$ cat src/rtl/sgate_pkg.sv
package sgate_pkg;

    // Verdict register encoding; VERD_IDLE is the reset state.
    typedef enum logic [1:0] {
        VERD_IDLE       = 2'd0,
        VERD_PASS       = 2'd1,
        VERD_DENY_ATTR  = 2'd2,
        VERD_DENY_RANGE = 2'd3
    } verdict_e;

    localparam int unsigned TABLE_WORD_BITS = 32;
    localparam int unsigned MIN_BLK_SHIFT   = 5;

endpackage

$ cat src/rtl/sgate_locate.sv
module sgate_locate #(
    parameter int unsigned ADDR_W    = 16,
    parameter int unsigned BLK_SHIFT = 8,
    parameter int unsigned MEM_BYTES = 10240,
    parameter int unsigned WORD_W    = 3
) (
    input  logic [ADDR_W-1:0] addr,
    output logic [WORD_W-1:0] word_idx,
    output logic [4:0]        bit_idx,
    output logic              in_range
);
    localparam int unsigned BLK_NUM_W = ADDR_W - BLK_SHIFT;
    localparam logic [ADDR_W:0] MEM_LIMIT = (ADDR_W+1)'(MEM_BYTES);

    logic [BLK_NUM_W-1:0] blk_num;

    // block number, then word and bit within the packed table
    assign blk_num  = addr[ADDR_W-1:BLK_SHIFT];
    assign word_idx = blk_num[BLK_NUM_W-1:5];
    assign bit_idx  = blk_num[4:0];

    // anything at or past the end of memory is out of range
    assign in_range = ({1'b0, addr} < MEM_LIMIT);
endmodule

$ cat src/rtl/sgate_lutsel.sv
module sgate_lutsel #(
    parameter int unsigned LUT_WORDS = 2,
    parameter int unsigned WORD_W    = 3
) (
    input  logic [LUT_WORDS*32-1:0] lut_flat,
    input  logic [WORD_W-1:0]       word_idx,
    input  logic [4:0]              bit_idx,
    output logic                    cfg_bit
);
    logic [31:0] words [LUT_WORDS];

    for (genvar g = 0; g < LUT_WORDS; g++) begin : g_word
        assign words[g] = lut_flat[g*32 +: 32];
    end

    always_comb begin
        cfg_bit = 1'b0;
        for (int w = 0; w < LUT_WORDS; w++) begin
            if (word_idx == WORD_W'(w)) begin
                cfg_bit = words[w][bit_idx];
            end
        end
    end
endmodule

$ cat src/rtl/sgate_judge.sv
module sgate_judge
    import sgate_pkg::*;
(
    input  logic     in_range,
    input  logic     cfg_bit,
    input  logic     attr_secure,
    input  logic     attr_unspec,
    output verdict_e verdict
);
    logic eff_secure;

    // missing attributes count as secure
    assign eff_secure = attr_secure | attr_unspec;

    always_comb begin
        if (!in_range) begin
            verdict = VERD_DENY_RANGE;
        end else if (cfg_bit != eff_secure) begin
            // bit 0 owns secure, bit 1 owns non-secure
            verdict = VERD_PASS;
        end else begin
            verdict = VERD_DENY_ATTR;
        end
    end
endmodule

$ cat src/rtl/sec_gate.sv
module sec_gate
    import sgate_pkg::*;
#(
    parameter int unsigned ADDR_W    = 16,
    parameter int unsigned MEM_BYTES = 10240,
    parameter int unsigned BLK_BYTES = 256,
    localparam int unsigned BLK_SHIFT  = $clog2(BLK_BYTES),
    localparam int unsigned NUM_BLOCKS = MEM_BYTES / BLK_BYTES,
    localparam int unsigned LUT_WORDS  = (NUM_BLOCKS + TABLE_WORD_BITS - 1) / TABLE_WORD_BITS,
    localparam int unsigned LUT_BITS   = LUT_WORDS * TABLE_WORD_BITS,
    localparam int unsigned WORD_W     = ADDR_W - BLK_SHIFT - 5
) (
    input  logic                clk,
    input  logic                rst_n,
    input  logic [ADDR_W-1:0]   addr,
    input  logic                attr_secure,
    input  logic                attr_unspec,
    input  logic [LUT_BITS-1:0] lut_flat,
    output logic                gate_pass,
    output logic                gate_cfg_bit,
    output logic                gate_in_range,
    output logic [4:0]          blk_size_code
);
    logic [WORD_W-1:0] word_idx;
    logic [4:0]        bit_idx;
    logic              in_range;
    logic              cfg_bit;
    verdict_e          verdict_d;
    verdict_e          verdict_q;
    logic              cfg_q;

    sgate_locate #(
        .ADDR_W   (ADDR_W),
        .BLK_SHIFT(BLK_SHIFT),
        .MEM_BYTES(MEM_BYTES),
        .WORD_W   (WORD_W)
    ) u_locate (
        .addr    (addr),
        .word_idx(word_idx),
        .bit_idx (bit_idx),
        .in_range(in_range)
    );

    sgate_lutsel #(
        .LUT_WORDS(LUT_WORDS),
        .WORD_W   (WORD_W)
    ) u_lutsel (
        .lut_flat(lut_flat),
        .word_idx(word_idx),
        .bit_idx (bit_idx),
        .cfg_bit (cfg_bit)
    );

    sgate_judge u_judge (
        .in_range   (in_range),
        .cfg_bit    (cfg_bit),
        .attr_secure(attr_secure),
        .attr_unspec(attr_unspec),
        .verdict    (verdict_d)
    );

    // constant block size code
    assign blk_size_code = 5'(BLK_SHIFT - MIN_BLK_SHIFT);

    // State register: R1 reset, R8 one-cycle latency
    always_ff @(posedge clk or negedge rst_n) begin
        if (!rst_n) begin
            verdict_q <= VERD_IDLE;
            cfg_q     <= 1'b0;
        end else begin
            verdict_q <= verdict_d;
            cfg_q     <= in_range & cfg_bit;
        end
    end

    // Output decode from the verdict state
    always_comb begin
        gate_cfg_bit = cfg_q;
        unique case (verdict_q)
            VERD_IDLE: begin
                gate_pass     = 1'b0;
                gate_in_range = 1'b0;
            end
            VERD_PASS: begin
                gate_pass     = 1'b1;
                gate_in_range = 1'b1;
            end
            VERD_DENY_ATTR: begin
                gate_pass     = 1'b0;
                gate_in_range = 1'b1;
            end
            VERD_DENY_RANGE: begin
                gate_pass     = 1'b0;
                gate_in_range = 1'b0;
            end
            default: begin
                gate_pass     = 1'b0;
                gate_in_range = 1'b0;
            end
        endcase
    end
endmodule

$ cat config.mk
export PLATFORM = sky130hd
export DESIGN_NAME = sec_gate
export DESIGN_NICKNAME = d
export VERILOG_FILES = /design/src/rtl/sgate_pkg.sv /design/src/rtl/sgate_locate.sv /design/src/rtl/sgate_lutsel.sv /design/src/rtl/sgate_judge.sv /design/src/rtl/sec_gate.sv
export SDC_FILE = /design/constraint.sdc
export NUM_CORES = 1
export LEC_CHECK = 0
export ABC_AREA = 1
export ABC_CLOCK_PERIOD_IN_PS = 830
export BUFFER_PORTS_ARGS = -buffer_cell sky130_fd_sc_hd__buf_2
export CAP_MARGIN = 20
export CELL_PAD_IN_SITES_DETAIL_PLACEMENT = 1
export CELL_PAD_IN_SITES_GLOBAL_PLACEMENT = 2
export CORE_ASPECT_RATIO = 1.75
export CORE_UTILIZATION = 15
export DETAILED_ROUTE_END_ITERATION = 10
export GPL_TIMING_DRIVEN = 0
export PLACE_DENSITY = 0.88
export SETUP_SLACK_MARGIN = 0.05
export SYNTH_ARGS = -nofsm -noshare
export SYNTH_HDL_FRONTEND = slang
export SYNTH_SLANG_ARGS = --single-unit
$ cat constraint.sdc
create_clock -name clk -period 0.83 [get_ports clk]
set_input_delay 0.083 -clock clk [delete_from_list [all_inputs] [get_ports clk]]
set_output_delay 0.083 -clock clk [all_outputs]
set_load 0.03 [all_outputs]
Word-level counts from Yosys, hierarchy flattened
Index checks and enable logic that the tools add are counted. Widths: inputs -> output; s select.

Register bits after elaboration: 3. Output and inout port bits: 8. Word-level logic and storage cells: 26.

$lt $le $gt $ge: 2. Equal/unequal tests: 5. Mux-type cells: 10. Bitwise operators: 2. Reduce and logical (&&, ||, !) cells: 5.

Operators by type and width (count): $lt 16x14->1 const B (1); $bmux 1 s5 (2); $lt 5x6->1 const B (1); $eq 2x2->1 const B (2); $mux 1 (4); $mux 2 (2); $pmux 1 s2 (2); $reduce_or 2->1 (2); $eq 3x1->1 const B (1); $logic_not 3->1 (1); $reduce_or 3->1 (1); $eq 2x1->1 const B (1); $logic_not 2->1 (1); $and 1x1->1 (1); $ne 1x1->1 (1); $or 1x1->1 (1).

Logic depth before layout (Yosys ltp)
Depth in word-level cells: 7. Gate-level depth with buffers: 14. Mapped depth without buffers: 12.

Modules after synthesis
A second synthesis with hierarchy kept.

Cells, all modules: 194. Area, all modules: 1053.5 um2.

By module, submodules not included: sgate_lutsel (times used 1, cells each 159, area each 792.0 um2, seq. area each 0.0 um2); sec_gate (times used 1, cells each 15, area each 147.6 um2, seq. area each 75.1 um2); sgate_locate (times used 1, cells each 13, area each 81.3 um2, seq. area each 0.0 um2); sgate_judge (times used 1, cells each 7, area each 32.5 um2, seq. area each 0.0 um2).

Least setup slack after synthesis
Ideal clock, no wire load.

Path kind: input-to-reg. Start: in addr[8]. End: reg verdict_q[0]. Library setup time: 0.126 ns. Arrival: 1.027 ns. Required time: 0.704 ns. Slack: -0.323 ns. Cell stages on the path: 14. Path buffers: 2. Cells stage by stage: buf_6 inv_6 buf_6 nand2_1 nand3_1 nand2_1 nand2_1 nand2_1 nor2_1 nor2_2 nand2_2 nand3_2 nand2_1 nand3_1.

Cells in the longest elaborated chain, start to end: 7.

Ends and longest elaborated chain: start: declaration (line sec_gate.sv:15) `input logic [ADDR_W-1:0] addr,`; $bmux 1 s5 (line sgate_lutsel.sv:20) `cfg_bit = words[w][bit_idx];`; $mux 1 (not written as such) (line sgate_lutsel.sv:20); $mux 1 (2 in a row) (line sgate_lutsel.sv:19) `if (word_idx == WORD_W'(w)) begin`; $ne 1x1->1 (line sgate_judge.sv:18) `end else if (cfg_bit != eff_secure) begin`; $mux 2 (line sgate_judge.sv:18); $mux 2 (*) (line sgate_judge.sv:16) `if (!in_range) begin`; net u_judge.verdict[0] (line sgate_judge.sv:8) `output verdict_e verdict`; end signal: assignment (line sec_gate.sv:71) `verdict_q <= verdict_d;`; end: declaration (line sec_gate.sv:29) `verdict_e verdict_q;`.

The timed path passes the listed nets; every way through them passes the cells marked *. The select of a mux whose other input is x is not followed.

Final worst setup path
Start: in addr[8]. End: reg cfg_q (netlist: gate_cfg_bit).

Cells in the longest elaborated chain, start to end: 5.

Ends and longest elaborated chain: $bmux 1 s5 (line sgate_lutsel.sv:20); $mux 1 (not written as such) (line sgate_lutsel.sv:20); $mux 1 (2 in a row) (line sgate_lutsel.sv:19); $and 1x1->1 (*) (line sec_gate.sv:72) `cfg_q <= in_range & cfg_bit;`; end signal: assignment (line sec_gate.sv:72); end: declaration (line sec_gate.sv:30) `logic cfg_q;`.

Mark *: on every way between the ends. The rest lies on a longest branch, timed or not. The select of a mux whose other input is x is not followed.

==> Flow_metrics.wiki <==
{| class="wikitable"
! Metric !! Value
|-
| Count of synthesis-stage warnings from yosys || 0
|-
| Simple logic cell fraction of the synthesized area || 0.651
|-
| Endpoint arrival time on the critical path || 1290 ps
|-
| Clock group share of total power || 0.447
|-
| Global-route wire length before repair || 6810 um
|-
| Pin count of the biggest net entering global routing || 11
|-
| Setup WS pre-CTS || -537 ps
|-
| Hold Fails Final Rpt || 0
|-
| Net switching component of the power || 545 uW
|-
| Internal power component || 1.17 mW
|-
| Number of endpoints failing setup at the final stage || 5
|-
| CP Launch Type || input pin
|-
| Diode count || 0
|-
| Post-Syn Instances || 201
|-
| Final worst-path setup slack || -313 ps
|-
| Sum of routed wire length over all layers || 4360 um
|-
| Site Rows || 39
|-
| Worst Path Class, Setup || in2reg
|-
| Average cell area after synthesis || 4.98 um^2
|-
| Share of the cycle needed by the critical path after routing || 1.38
|-
| Synth Area in Compound Gates || 0.0100
|-
| Outcome || finished, violations left
|-
| Count of unique library cells instantiated by Yosys || 19
|-
| Inserted Clock Buffers || 3
|-
| Drt via density || 4.16
|-
| Multiplexer fraction of the synthesized cell area || 0
|-
| RePlAce Congestion || 0.764
|-
| Maximum root-to-sink buffer count || 2
|-
| Number of H-tree levels || 1
|-
| Number of antenna violations at the first check in global routing || 0
|-
| Proportion of layout cells with a drive suffix above 1 || 0.412
|-
| Most frequent cells in the layout || 79 x sky130_fd_sc_hd__nand2_1, 73 x sky130_fd_sc_hd__buf_2, 46 x sky130_fd_sc_hd__nand3_1
|-
| DRT antenna net count || 0
|-
| Number of violations reported at the end of detailed-routing iteration 0 || 44
|-
| CTS tree || built
|-
| Routed WL per cell || 11.8 um
|-
| Worst Path Max Fanout || 7
|-
| Number of max-cap violations || 0
|-
| Area of the mapped netlist || 1000 um^2
|-
| I/O pin total || 92
|-
| Main combinational cell family by area after synthesis || simple AND/OR/NAND/NOR gates
|-
| Leakage power || 1.03 nW
|-
| Effective utilization at floorplan || 0.154
|-
| Violated checks || negative setup slack
|-
| Xor and xnor area share after synthesis || 0
|-
| Sequential element share of the synthesized area || 0.0750
|-
| Full die area || 7020 um^2
|-
| Clock period minus final worst setup slack || 1140 ps
|-
| Final Slew Violations || 0
|-
| Input/output buffers || 75
|-
| Cell depth of the worst hold path || 4
|-
| DRC || 0
|-
| Peak supply drop || 0.000381 V
|-
| Path type of the worst min-delay path || in2reg
|-
| Count of TritonRoute iterations in the first routing pass || 4
|-
| Total Neg Setup Slack || -1320 ps
|-
| Overall overflow remaining after global route || 0
|-
| Detail Placement HPWL || 3560 um
|-
| Cell Pwr Density || 970 nW/um^2
|-
| TritonCTS Sinks || 3
|-
| Reg power frac || 0.090
|-
| Combinational share of power || 0.463
|-
| Overall Global Routing Usage || 0.123
|-
| Horiz. Die Dim || 63.8 um
|-
| Synth Register Bits || 3
|-
| Unrepaired setup endpoints after global routing || true
|-
| Clock transition at the register clock pins on the worst setup and hold paths after CTS || 30 ps
|-
| Root buf cell || sky130_fd_sc_hd__clkbuf_16
|-
| Post-layout nets || 375
|-
| Max Clk Rate || 0.875 GHz
|-
| Kind of end point of the critical path || flop
|-
| Core area || 6490 um^2
|-
| Switching power share of the total || 0.317
|-
| Height of the die || 110 um
|-
| Area share of the largest cell type after synthesis || 0.326
|-
| Adder-cell area share of the yosys netlist || 0.0125
|-
| Cell taking the most area after synthesis || sky130_fd_sc_hd__nand2_1
|-
| Largest cells by area after synthesis || sky130_fd_sc_hd__nand2_1 33%, sky130_fd_sc_hd__nand3_1 24%, sky130_fd_sc_hd__inv_1 9.0%, sky130_fd_sc_hd__buf_6 7.9%, sky130_fd_sc_hd__dfrtp_1 7.5%
|-
| Number of vias after detailed routing || 1,544
|-
| Worst path required time || 980 ps
|-
| Via count of the first global-routing pass || 1,560
|-
| Most common cell after layout, fill and taps aside || sky130_fd_sc_hd__nand2_1
|-
| Growth of design area from synthesis to finish || 76.9%
|}
worst max-delay path: stages:
cell and delay, ps:
sky130_fd_sc_hd__buf_12 100, sky130_fd_sc_hd__clkinv_8 70, sky130_fd_sc_hd__buf_8 130, sky130_fd_sc_hd__nand2_1 50, sky130_fd_sc_hd__nand3_1 90, sky130_fd_sc_hd__nand3_2 90
sky130_fd_sc_hd__nand3_1 90, sky130_fd_sc_hd__nand3_1 100, sky130_fd_sc_hd__nand2_1 70, sky130_fd_sc_hd__nand2_2 100, sky130_fd_sc_hd__nand3_2 100, sky130_fd_sc_hd__buf_6 140
sky130_fd_sc_hd__nor3_2 90
final timing paths:
kind	startpoint	endpoint	slack, ps
setup / recovery	addr[8]	gate_cfg_bit	-310
hold / removal	attr_secure	verdict_q[1]	160
max in group asynchronous	rst_n	verdict_q[1]	530
min in group asynchronous	rst_n	verdict_q[0]	190
cell families (layout without fill, tap and decap cells):
kind of cell,Yosys count,count (layout)
other,2,5
AO/OA/AOI/OAI,2,2
flip-flops,3,3
buffers and inverters,42,127
adder cells (fa/ha/maj),1,1
AND/OR/NAND/NOR,151,151
power groups by stage:
stage          Combinational [mW]  Clock [mW]  Sequential [mW]
2_1_floorplan               0.421           0            0.156
3_3_place_gp                0.693           0            0.155
3_5_place_dp                0.701           0            0.155
4_1_cts                     0.727       0.780            0.153
5_1_grt                     0.888       0.808            0.155
6_report                    0.795       0.769            0.155
through the flow:
step,util,total power [mW],cells,instance area [um^2],hold WS (ps)
5_1_grt,0.273,1.85,371,1770,209
3_3_place_gp,0.230,0.847,361,1490,-123
2_1_floorplan,-,0.577,204,1020,-213
3_5_place_dp,0.230,0.856,361,1490,-118
6_report,0.273,1.72,371,1770,164
4_1_cts,0.249,1.66,366,1620,181
cell usage after synthesis:
cell                      number
sky130_fd_sc_hd__nand2_2       2
sky130_fd_sc_hd__inv_6         1
sky130_fd_sc_hd__conb_1        2
sky130_fd_sc_hd__buf_2         2
sky130_fd_sc_hd__buf_4         7
sky130_fd_sc_hd__buf_6         7
sky130_fd_sc_hd__inv_1        24
sky130_fd_sc_hd__nand3_1      48
sky130_fd_sc_hd__nand3_2       1
sky130_fd_sc_hd__ha_1          1
sky130_fd_sc_hd__inv_2         1
sky130_fd_sc_hd__nor2_1        9
sky130_fd_sc_hd__nor2_2        1
sky130_fd_sc_hd__o21ai_1       1
sky130_fd_sc_hd__dfrtp_1       3
sky130_fd_sc_hd__nand4_1       2
sky130_fd_sc_hd__nor3_2        1
sky130_fd_sc_hd__a21oi_1       1
sky130_fd_sc_hd__nand2_1      87
area by class of cell:
type / instances / area (um^2)
Clock buffer: 4 / 78.8
Sequential cell: 3 / 75.1
Inverter: 26 / 113
Multi-Input combinational cell: 159 / 736
Tap cell: 82 / 103
Timing Repair Buffer: 81 / 498
Buffer: 16 / 168
Fill cell: 878 / 4720
routing by layer:
metal,track usage,share of wire,vias to the layer above
met3,0.0195,0.055,5
met1,0.119,0.34,701
met2,0.261,0.60,51
met5,0,0,-
met4,0.0292,0.0069,0
li1,-,-,787
registers in the layout, indices dropped and copies added, names as in the netlist:
register,cells
gate_cfg_bit,1
verdict_q,2
what timing repair did:
| item | CTS | global route |
|---|---|---|
| resized for setup | 11 | 18 |
| hold endpoints to repair | 3 | 0 |
| hold buffers | 1 | 0 |
| setup endpoints to repair | 6 | 6 |
| gates cloned | 0 | 3 |
| setup buffers | 0 | 2 |
| pin swaps | 1 | 16 |
Note: power is estimated with default switching activity, not from simulation.
